File: src/rtl/alu_flag_pkg.sv
package alu_flag_pkg;

   typedef enum logic [2:0] {
      OP_ADD  = 3'd0,
      OP_SUB  = 3'd1,
      OP_AND  = 3'd2,
      OP_OR   = 3'd3,
      OP_XOR  = 3'd4,
      OP_INC  = 3'd5,
      OP_DEC  = 3'd6,
      OP_PASS = 3'd7
   } alu_op_e;

   localparam int unsigned CF_POS = 0;
   localparam int unsigned PF_POS = 2;
   localparam int unsigned AF_POS = 4;
   localparam int unsigned ZF_POS = 6;
   localparam int unsigned SF_POS = 7;
   localparam int unsigned TF_POS = 8;
   localparam int unsigned IF_POS = 9;
   localparam int unsigned DF_POS = 10;
   localparam int unsigned OF_POS = 11;

   localparam int unsigned CTL_SEL_TF = 0;
   localparam int unsigned CTL_SEL_IF = 1;
   localparam int unsigned CTL_SEL_DF = 2;

   typedef struct packed {
      logic ovf;
      logic sgn;
      logic zro;
      logic hcy;
      logic par;
      logic cry;
   } stat_flags_t;

   function automatic logic is_logic_op(input logic [2:0] op);
      return (op == OP_AND) || (op == OP_OR) || (op == OP_XOR);
   endfunction

   function automatic logic is_step_op(input logic [2:0] op);
      return (op == OP_INC) || (op == OP_DEC);
   endfunction

endpackage

File: src/rtl/alu_addsub.sv
module alu_addsub #(
   parameter int unsigned WORD_W = 16,
   parameter int unsigned BYTE_W = 8,
   parameter int unsigned NIB_W  = 4
) (
   input  logic [WORD_W-1:0] a,
   input  logic [WORD_W-1:0] b,
   input  logic              sub,
   input  logic              byte_mode,
   output logic [WORD_W-1:0] sum,
   output logic              cy_out,
   output logic              hc_out,
   output logic              ov_out
);
   logic [WORD_W-1:0] b_eff;
   logic [WORD_W:0]   chain;

   assign b_eff    = sub ? ~b : b;
   assign chain[0] = sub;

   for (genvar i = 0; i < WORD_W; i++) begin : g_bit
      assign sum[i]     = a[i] ^ b_eff[i] ^ chain[i];
      assign chain[i+1] = (a[i] & b_eff[i]) | (chain[i] & (a[i] ^ b_eff[i]));
   end

   logic top_out;
   logic top_in;

   assign top_out = byte_mode ? chain[BYTE_W]   : chain[WORD_W];
   assign top_in  = byte_mode ? chain[BYTE_W-1] : chain[WORD_W-1];

   // a subtract produces borrow as the inverted carry
   assign cy_out = top_out ^ sub;
   assign hc_out = chain[NIB_W] ^ sub;
   assign ov_out = top_out ^ top_in;
endmodule

File: src/rtl/alu_logic.sv
module alu_logic #(
   parameter int unsigned WORD_W = 16
) (
   input  logic [WORD_W-1:0] a,
   input  logic [WORD_W-1:0] b,
   input  logic [2:0]        op,
   output logic [WORD_W-1:0] y
);
   import alu_flag_pkg::*;

   always_comb begin
      unique case (op)
         OP_AND:  y = a & b;
         OP_OR:   y = a | b;
         OP_XOR:  y = a ^ b;
         default: y = '0;
      endcase
   end
endmodule

File: src/rtl/alu_status.sv
module alu_status #(
   parameter int unsigned WORD_W = 16,
   parameter int unsigned BYTE_W = 8
) (
   input  logic [WORD_W-1:0]       res,
   input  logic                    byte_mode,
   input  logic [2:0]              op,
   input  logic                    ar_cy,
   input  logic                    ar_hc,
   input  logic                    ar_ov,
   input  logic                    prev_cy,
   output alu_flag_pkg::stat_flags_t nxt
);
   import alu_flag_pkg::*;

   logic lo_zero;
   logic hi_zero;

   assign lo_zero = (res[BYTE_W-1:0] == '0);
   assign hi_zero = (res[WORD_W-1:BYTE_W] == '0);

   always_comb begin
      nxt.sgn = byte_mode ? res[BYTE_W-1] : res[WORD_W-1];
      nxt.zro = lo_zero & (byte_mode | hi_zero);
      nxt.par = ~(^res[BYTE_W-1:0]);
      if (is_logic_op(op)) begin
         nxt.cry = 1'b0;
         nxt.hcy = 1'b0;
         nxt.ovf = 1'b0;
      end else begin
         nxt.cry = is_step_op(op) ? prev_cy : ar_cy;
         nxt.hcy = ar_hc;
         nxt.ovf = ar_ov;
      end
   end
endmodule

File: src/rtl/alu_flag_reg.sv
module alu_flag_reg #(
   parameter int unsigned FLAG_W     = 16,
   parameter logic [15:0] UNUSED_VAL = 16'h0002
) (
   input  logic                       clk,
   input  logic                       rst_n,
   input  logic                       stat_we,
   input  alu_flag_pkg::stat_flags_t  stat_d,
   input  logic                       ctl_we,
   input  logic [1:0]                 ctl_sel,
   input  logic                       ctl_val,
   output logic [FLAG_W-1:0]          flags
);
   import alu_flag_pkg::*;

   stat_flags_t stat_q;
   logic        tf_q;
   logic        if_q;
   logic        df_q;

   always_ff @(posedge clk or negedge rst_n) begin
      if (!rst_n) begin
         stat_q <= '0;
      end else if (stat_we) begin
         stat_q <= stat_d;
      end
   end

   always_ff @(posedge clk or negedge rst_n) begin
      if (!rst_n) begin
         tf_q <= 1'b0;
         if_q <= 1'b0;
         df_q <= 1'b0;
      end else if (ctl_we) begin
         if (ctl_sel == 2'(CTL_SEL_TF)) tf_q <= ctl_val;
         if (ctl_sel == 2'(CTL_SEL_IF)) if_q <= ctl_val;
         if (ctl_sel == 2'(CTL_SEL_DF)) df_q <= ctl_val;
      end
   end

   always_comb begin
      flags         = FLAG_W'(UNUSED_VAL);
      flags[CF_POS] = stat_q.cry;
      flags[PF_POS] = stat_q.par;
      flags[AF_POS] = stat_q.hcy;
      flags[ZF_POS] = stat_q.zro;
      flags[SF_POS] = stat_q.sgn;
      flags[OF_POS] = stat_q.ovf;
      flags[TF_POS] = tf_q;
      flags[IF_POS] = if_q;
      flags[DF_POS] = df_q;
   end
endmodule

File: src/rtl/alu_flag_unit.sv
module alu_flag_unit #(
   parameter int unsigned WORD_W     = 16,
   parameter int unsigned BYTE_W     = 8,
   parameter int unsigned NIB_W      = 4,
   parameter int unsigned FLAG_W     = 16,
   parameter logic [15:0] UNUSED_VAL = 16'h0002
) (
   input  logic              clk,
   input  logic              rst_n,
   input  logic [WORD_W-1:0] op_a,
   input  logic [WORD_W-1:0] op_b,
   input  logic [2:0]        opcode,
   input  logic              byte_mode,
   input  logic              exec,
   input  logic              ctl_we,
   input  logic [1:0]        ctl_sel,
   input  logic              ctl_val,
   output logic [WORD_W-1:0] result,
   output logic [FLAG_W-1:0] flags
);
   import alu_flag_pkg::*;

   localparam int unsigned HI_W = WORD_W - BYTE_W;

   if (WORD_W <= BYTE_W) begin : g_bad_word
      $error("WORD_W must exceed BYTE_W");
   end
   if (BYTE_W < 2 * NIB_W) begin : g_bad_byte
      $error("BYTE_W must hold two nibbles");
   end
   if (FLAG_W < OF_POS + 1) begin : g_bad_flag
      $error("FLAG_W too narrow for flag positions");
   end

   logic [WORD_W-1:0] addend;
   logic              do_sub;
   logic [WORD_W-1:0] ar_sum;
   logic              ar_cy;
   logic              ar_hc;
   logic              ar_ov;
   logic [WORD_W-1:0] lg_y;
   logic [WORD_W-1:0] raw;
   stat_flags_t       stat_nxt;
   logic              stat_we;

   assign addend = is_step_op(opcode) ? WORD_W'(1) : op_b;
   assign do_sub = (opcode == OP_SUB) || (opcode == OP_DEC);

   alu_addsub #(.WORD_W(WORD_W), .BYTE_W(BYTE_W), .NIB_W(NIB_W)) u_addsub (
      .a         (op_a),
      .b         (addend),
      .sub       (do_sub),
      .byte_mode (byte_mode),
      .sum       (ar_sum),
      .cy_out    (ar_cy),
      .hc_out    (ar_hc),
      .ov_out    (ar_ov)
   );

   alu_logic #(.WORD_W(WORD_W)) u_logic (
      .a  (op_a),
      .b  (op_b),
      .op (opcode),
      .y  (lg_y)
   );

   always_comb begin
      if (is_logic_op(opcode))      raw = lg_y;
      else if (opcode == OP_PASS)   raw = op_a;
      else                          raw = ar_sum;
   end

   assign result = byte_mode ? {{HI_W{1'b0}}, raw[BYTE_W-1:0]} : raw;

   alu_status #(.WORD_W(WORD_W), .BYTE_W(BYTE_W)) u_status (
      .res       (result),
      .byte_mode (byte_mode),
      .op        (opcode),
      .ar_cy     (ar_cy),
      .ar_hc     (ar_hc),
      .ar_ov     (ar_ov),
      .prev_cy   (flags[CF_POS]),
      .nxt       (stat_nxt)
   );

   assign stat_we = exec && (opcode != OP_PASS);

   alu_flag_reg #(.FLAG_W(FLAG_W), .UNUSED_VAL(UNUSED_VAL)) u_freg (
      .clk     (clk),
      .rst_n   (rst_n),
      .stat_we (stat_we),
      .stat_d  (stat_nxt),
      .ctl_we  (ctl_we),
      .ctl_sel (ctl_sel),
      .ctl_val (ctl_val),
      .flags   (flags)
   );
endmodule

File: config.mk
export PLATFORM = sky130hd
export DESIGN_NAME = alu_flag_unit
export DESIGN_NICKNAME = d
export VERILOG_FILES = /design/src/rtl/alu_flag_pkg.sv /design/src/rtl/alu_addsub.sv /design/src/rtl/alu_logic.sv /design/src/rtl/alu_status.sv /design/src/rtl/alu_flag_reg.sv /design/src/rtl/alu_flag_unit.sv
export SDC_FILE = /design/constraint.sdc
export NUM_CORES = 1
export LEC_CHECK = 0
export ABC_AREA = 1
export ABC_CLOCK_PERIOD_IN_PS = 8900
export BUFFER_PORTS_ARGS = -buffer_cell sky130_fd_sc_hd__buf_2
export CAP_MARGIN = 20
export CORE_ASPECT_RATIO = 1.25
export CORE_MARGIN = 2
export CORE_UTILIZATION = 40
export CTS_BUF_LIST = sky130_fd_sc_hd__clkbuf_8
export DETAILED_ROUTE_END_ITERATION = 12
export HOLD_SLACK_MARGIN = 0.15
export PLACE_DENSITY = 0.67
export SKIP_LAST_GASP = 1
export SLEW_MARGIN = 0
export SYNTH_ARGS = -nofsm -noshare
export SYNTH_HDL_FRONTEND = slang
export SYNTH_SLANG_ARGS = --single-unit
File: constraint.sdc
create_clock -name clk -period 8.9 [get_ports clk]
set_input_delay 0.445 -clock clk [delete_from_list [all_inputs] [get_ports clk]]
set_output_delay 0.445 -clock clk [all_outputs]
set_load 0.01 [all_outputs]
==> key figures <==
Route
  – Residual DRC: 0
  – Final ANT Viol Nets: 0
  – Routed vias/inst: 5.05
  – Via count: 2626
  – Initial DRC Count: 154
  – WL final: 6.68 mm
  – Avg WL per Cell: 12.8 microns
  – First-pass DRT Iterations: 5

Place
  – Dpl ws: 0.561 ns
  – Final HPWL DP: 5.48 mm
  – Placed Cells: 515
  – Port buffer count: 67
  – Placer Congestion: 0.873

Worst setup path
  – Delay-heaviest family, CP: adder cells
  – Buf/Inv on CP: 10
  – CP Launch Type: primary input
  – Slowest stage delay, CP: 0.46 ns
  – Slowest cell on the critical path: fa_1
  – WP data required: 8.46 ns
  – Crit path top cell by count: fa_1
  – Worst-path fanout max: 21
  – Kind of end point of the critical path: primary output
  – Worst EP arrival: 7.89 ns
  – Type of the worst setup path: primary input to primary output

STA
  – Setup ws final: 0.563 ns
  – Setup TNS: 0 ns
  – Final period utilization: 93.7%
  – Final Skew: 0 ns
  – Max frequency: 120 MHz
  – Fin. Hold Viols: 0
  – Worst-Margin Slew: 0.722 ns
  – Unrepaired setup endpoints after global routing: false
  – Slew HR: 51.8%
  – WHS: 0.474 ns
  – Max-slew violation count: 0
  – Minimum clock period after layout: 8.34 ns
  – Setup violations, final: 0

Clock network
  – CTS Root Cell: clkbuf_8
  – Resized cells post-CTS: 0
  – Clk Latency, worst-skew pair: 0.23 ns
  – CTS tree: yes
  – Num CTS Buffers: 3
  – CTS H-tree depth: 1
  – CTS clock-pin slew for the worst setup and hold paths: 0.05 ns
  – Clock net sink count: 9
  – Clk buf depth: 2

Finish
  – Filler Cells Inserted: 669
  – Layout area overhead: 13.3%
  – Layout cells sized above 1: 21.4%
  – Non-Filler Instances: 520
  – Diode count: 0
  – Fin nets: 530
  – Commonest non-fill, non-tap cells in the layout: nand2_1 (88), inv_1 (78), buf_2 (67)
  – Commonest non-fill, non-tap cell in the layout: nand2_1

Floorplanning
  – Die width: 75.8 microns
  – Num rows: 32
  – Core Region: 6210 sq um
  – I/O pins: 75
  – Die ar.: 7110 sq um
  – Chip height: 93.8 microns
  – Initial Utilization: 41.6%

GRT
  – Gr usage total: 19.9%
  – First-pass GRT wire length: 11.2 mm
  – Global route total overflow: 0
  – Initial antenna violation count: 0
  – Largest net degree at the start of global routing: 22
  – Via count of the first global-routing pass: 2497

Pwr
  – P_leak: 1.72 nW
  – Total power per unit cell area: 103 nW/um^2
  – Peak VDD IR: 0.0433 mV
  – Total power: 0.000301 W

Hold path
  – Tightest Hold Check Type: flip-flop to flip-flop

Synth
  – Yosys reg bits: 9
  – Post-synthesis sequential area ratio: 8.73%
  – Yosys warning count: 0
  – Synthesized cell area: 2580 sq um
  – Syn_area_per_cell: 6.79 sq um
  – Synth Instances: 380
  – Unique cell type count in the Yosys netlist: 35

Flow run
  – # Max-Cap Violations: 0

Outcome
  – Outcome: complete, no violations
## worst min-delay path, cell delays in order, from the launching register on
cell     delay, ns
dfrtp_1       0.33
nand2_1       0.06
nand2_1       0.05
## synthesized netlist by cell type
cell       n  area, sq um
nand4_1   11         68.8
and2_1     1         6.26
clkbuf_1   1         3.75
nor2_1    14         52.6
inv_2      5         18.8
a21oi_1   19         95.1
nor2_2     4         25.0
nor3_1     1         5.00
nand2_2    4         25.0
fa_1      15          300
nor2_8     1         20.0
conb_1     2         7.51
a221oi_1   6         52.6
xor2_1     3         26.3
ha_1      36          450
nand2_1   88          330
nand2_4    2         22.5
nand3_2    1         10.0
o31ai_1    1         7.51
o211ai_1   9         67.6
nand3_1   16         80.1
o21ai_0   17         85.1
nor2_4     2         22.5
o21ai_2    1         8.76
o21ai_1    4         20.0
buf_2      3         15.0
inv_1     78          293
buf_6      5         56.3
xnor2_1    2         17.5
buf_4     13         97.6
a31oi_1    3         18.8
mux2i_1    1         10.0
nand3_4    1         17.5
a21oi_4    1         16.3
dfrtp_1    9          225
## final cells by class
cell class,count,area [sq um],area share [%]
Multi-Input combinational cell,271,1890,64.6
Inverter,83,312,10.7
Clock buffer,3,41.3,1.41
Sequential cell,9,225,7.71
Clock inverter,1,5.00,0.171
Tap cell,85,106,3.64
Timing Repair Buffer,68,345,11.8
## layer usage
metal	GRT usage, %	up-vias	share of wire, %
met2	35.4	84	51
li1	-	1307	-
met1	25.7	1227	43
met3	1.07	8	4.6
met5	0	-	0
met4	4.68	0	1.7
## kinds of logic after synthesis
family | Yosys count | share of synthesized area (%)
AO/OA/AOI/OAI | 61 | 14.4
multiplexers | 1 | 0.388
adder cells (fa/ha/maj) | 51 | 29.1
AND/OR/NAND/NOR | 146 | 26.6
XOR/XNOR | 5 | 1.70
other | 2 | 0.291
flip-flops | 9 | 8.73
buffers and inverters | 105 | 18.8
## registers in the layout, indices dropped and copies added, names as in the netlist
register	flops
u_freg.df_q	1
u_freg.tf_q	1
u_freg.flags	6
u_freg.if_q	1
## where the power goes
group / switching, W / internal [W] / total, W
sequential: 0.00000404 / 0.0000493 / 0.0000533
clock: 0.0000179 / 0.0000307 / 0.0000485
combinational: 0.000120 / 0.0000785 / 0.000199
## what timing repair did
item,CTS,global route
buffers inserted,0,0
hold buffers,1,0
hold endpoints to repair,9,0
## metrics by stage
step                utilization [%]  cell area [sq um]
floorplan                         -               2600
global route                   47.1               2920
CTS                            47.1               2920
detailed placement             46.2               2870
finish                         47.1               2920
global placement               46.2               2870
## worst paths after layout
path                                  from         endpoint  slack (ns)  depth (start not counted)
max                              opcode[2]       result[15]        0.56                         32
min                        u_freg.flags[6]  u_freg.flags[6]        0.47                          2
max reg2reg                    u_freg.if_q      u_freg.if_q        8.26                          2
min reg2reg                u_freg.flags[6]  u_freg.flags[6]        0.47                          2
max in group asynchronous            rst_n      u_freg.tf_q        8.13                          2
min in group asynchronous            rst_n  u_freg.flags[2]        0.59                          2
No activity file was read; power rests on OpenSTA's default activity.
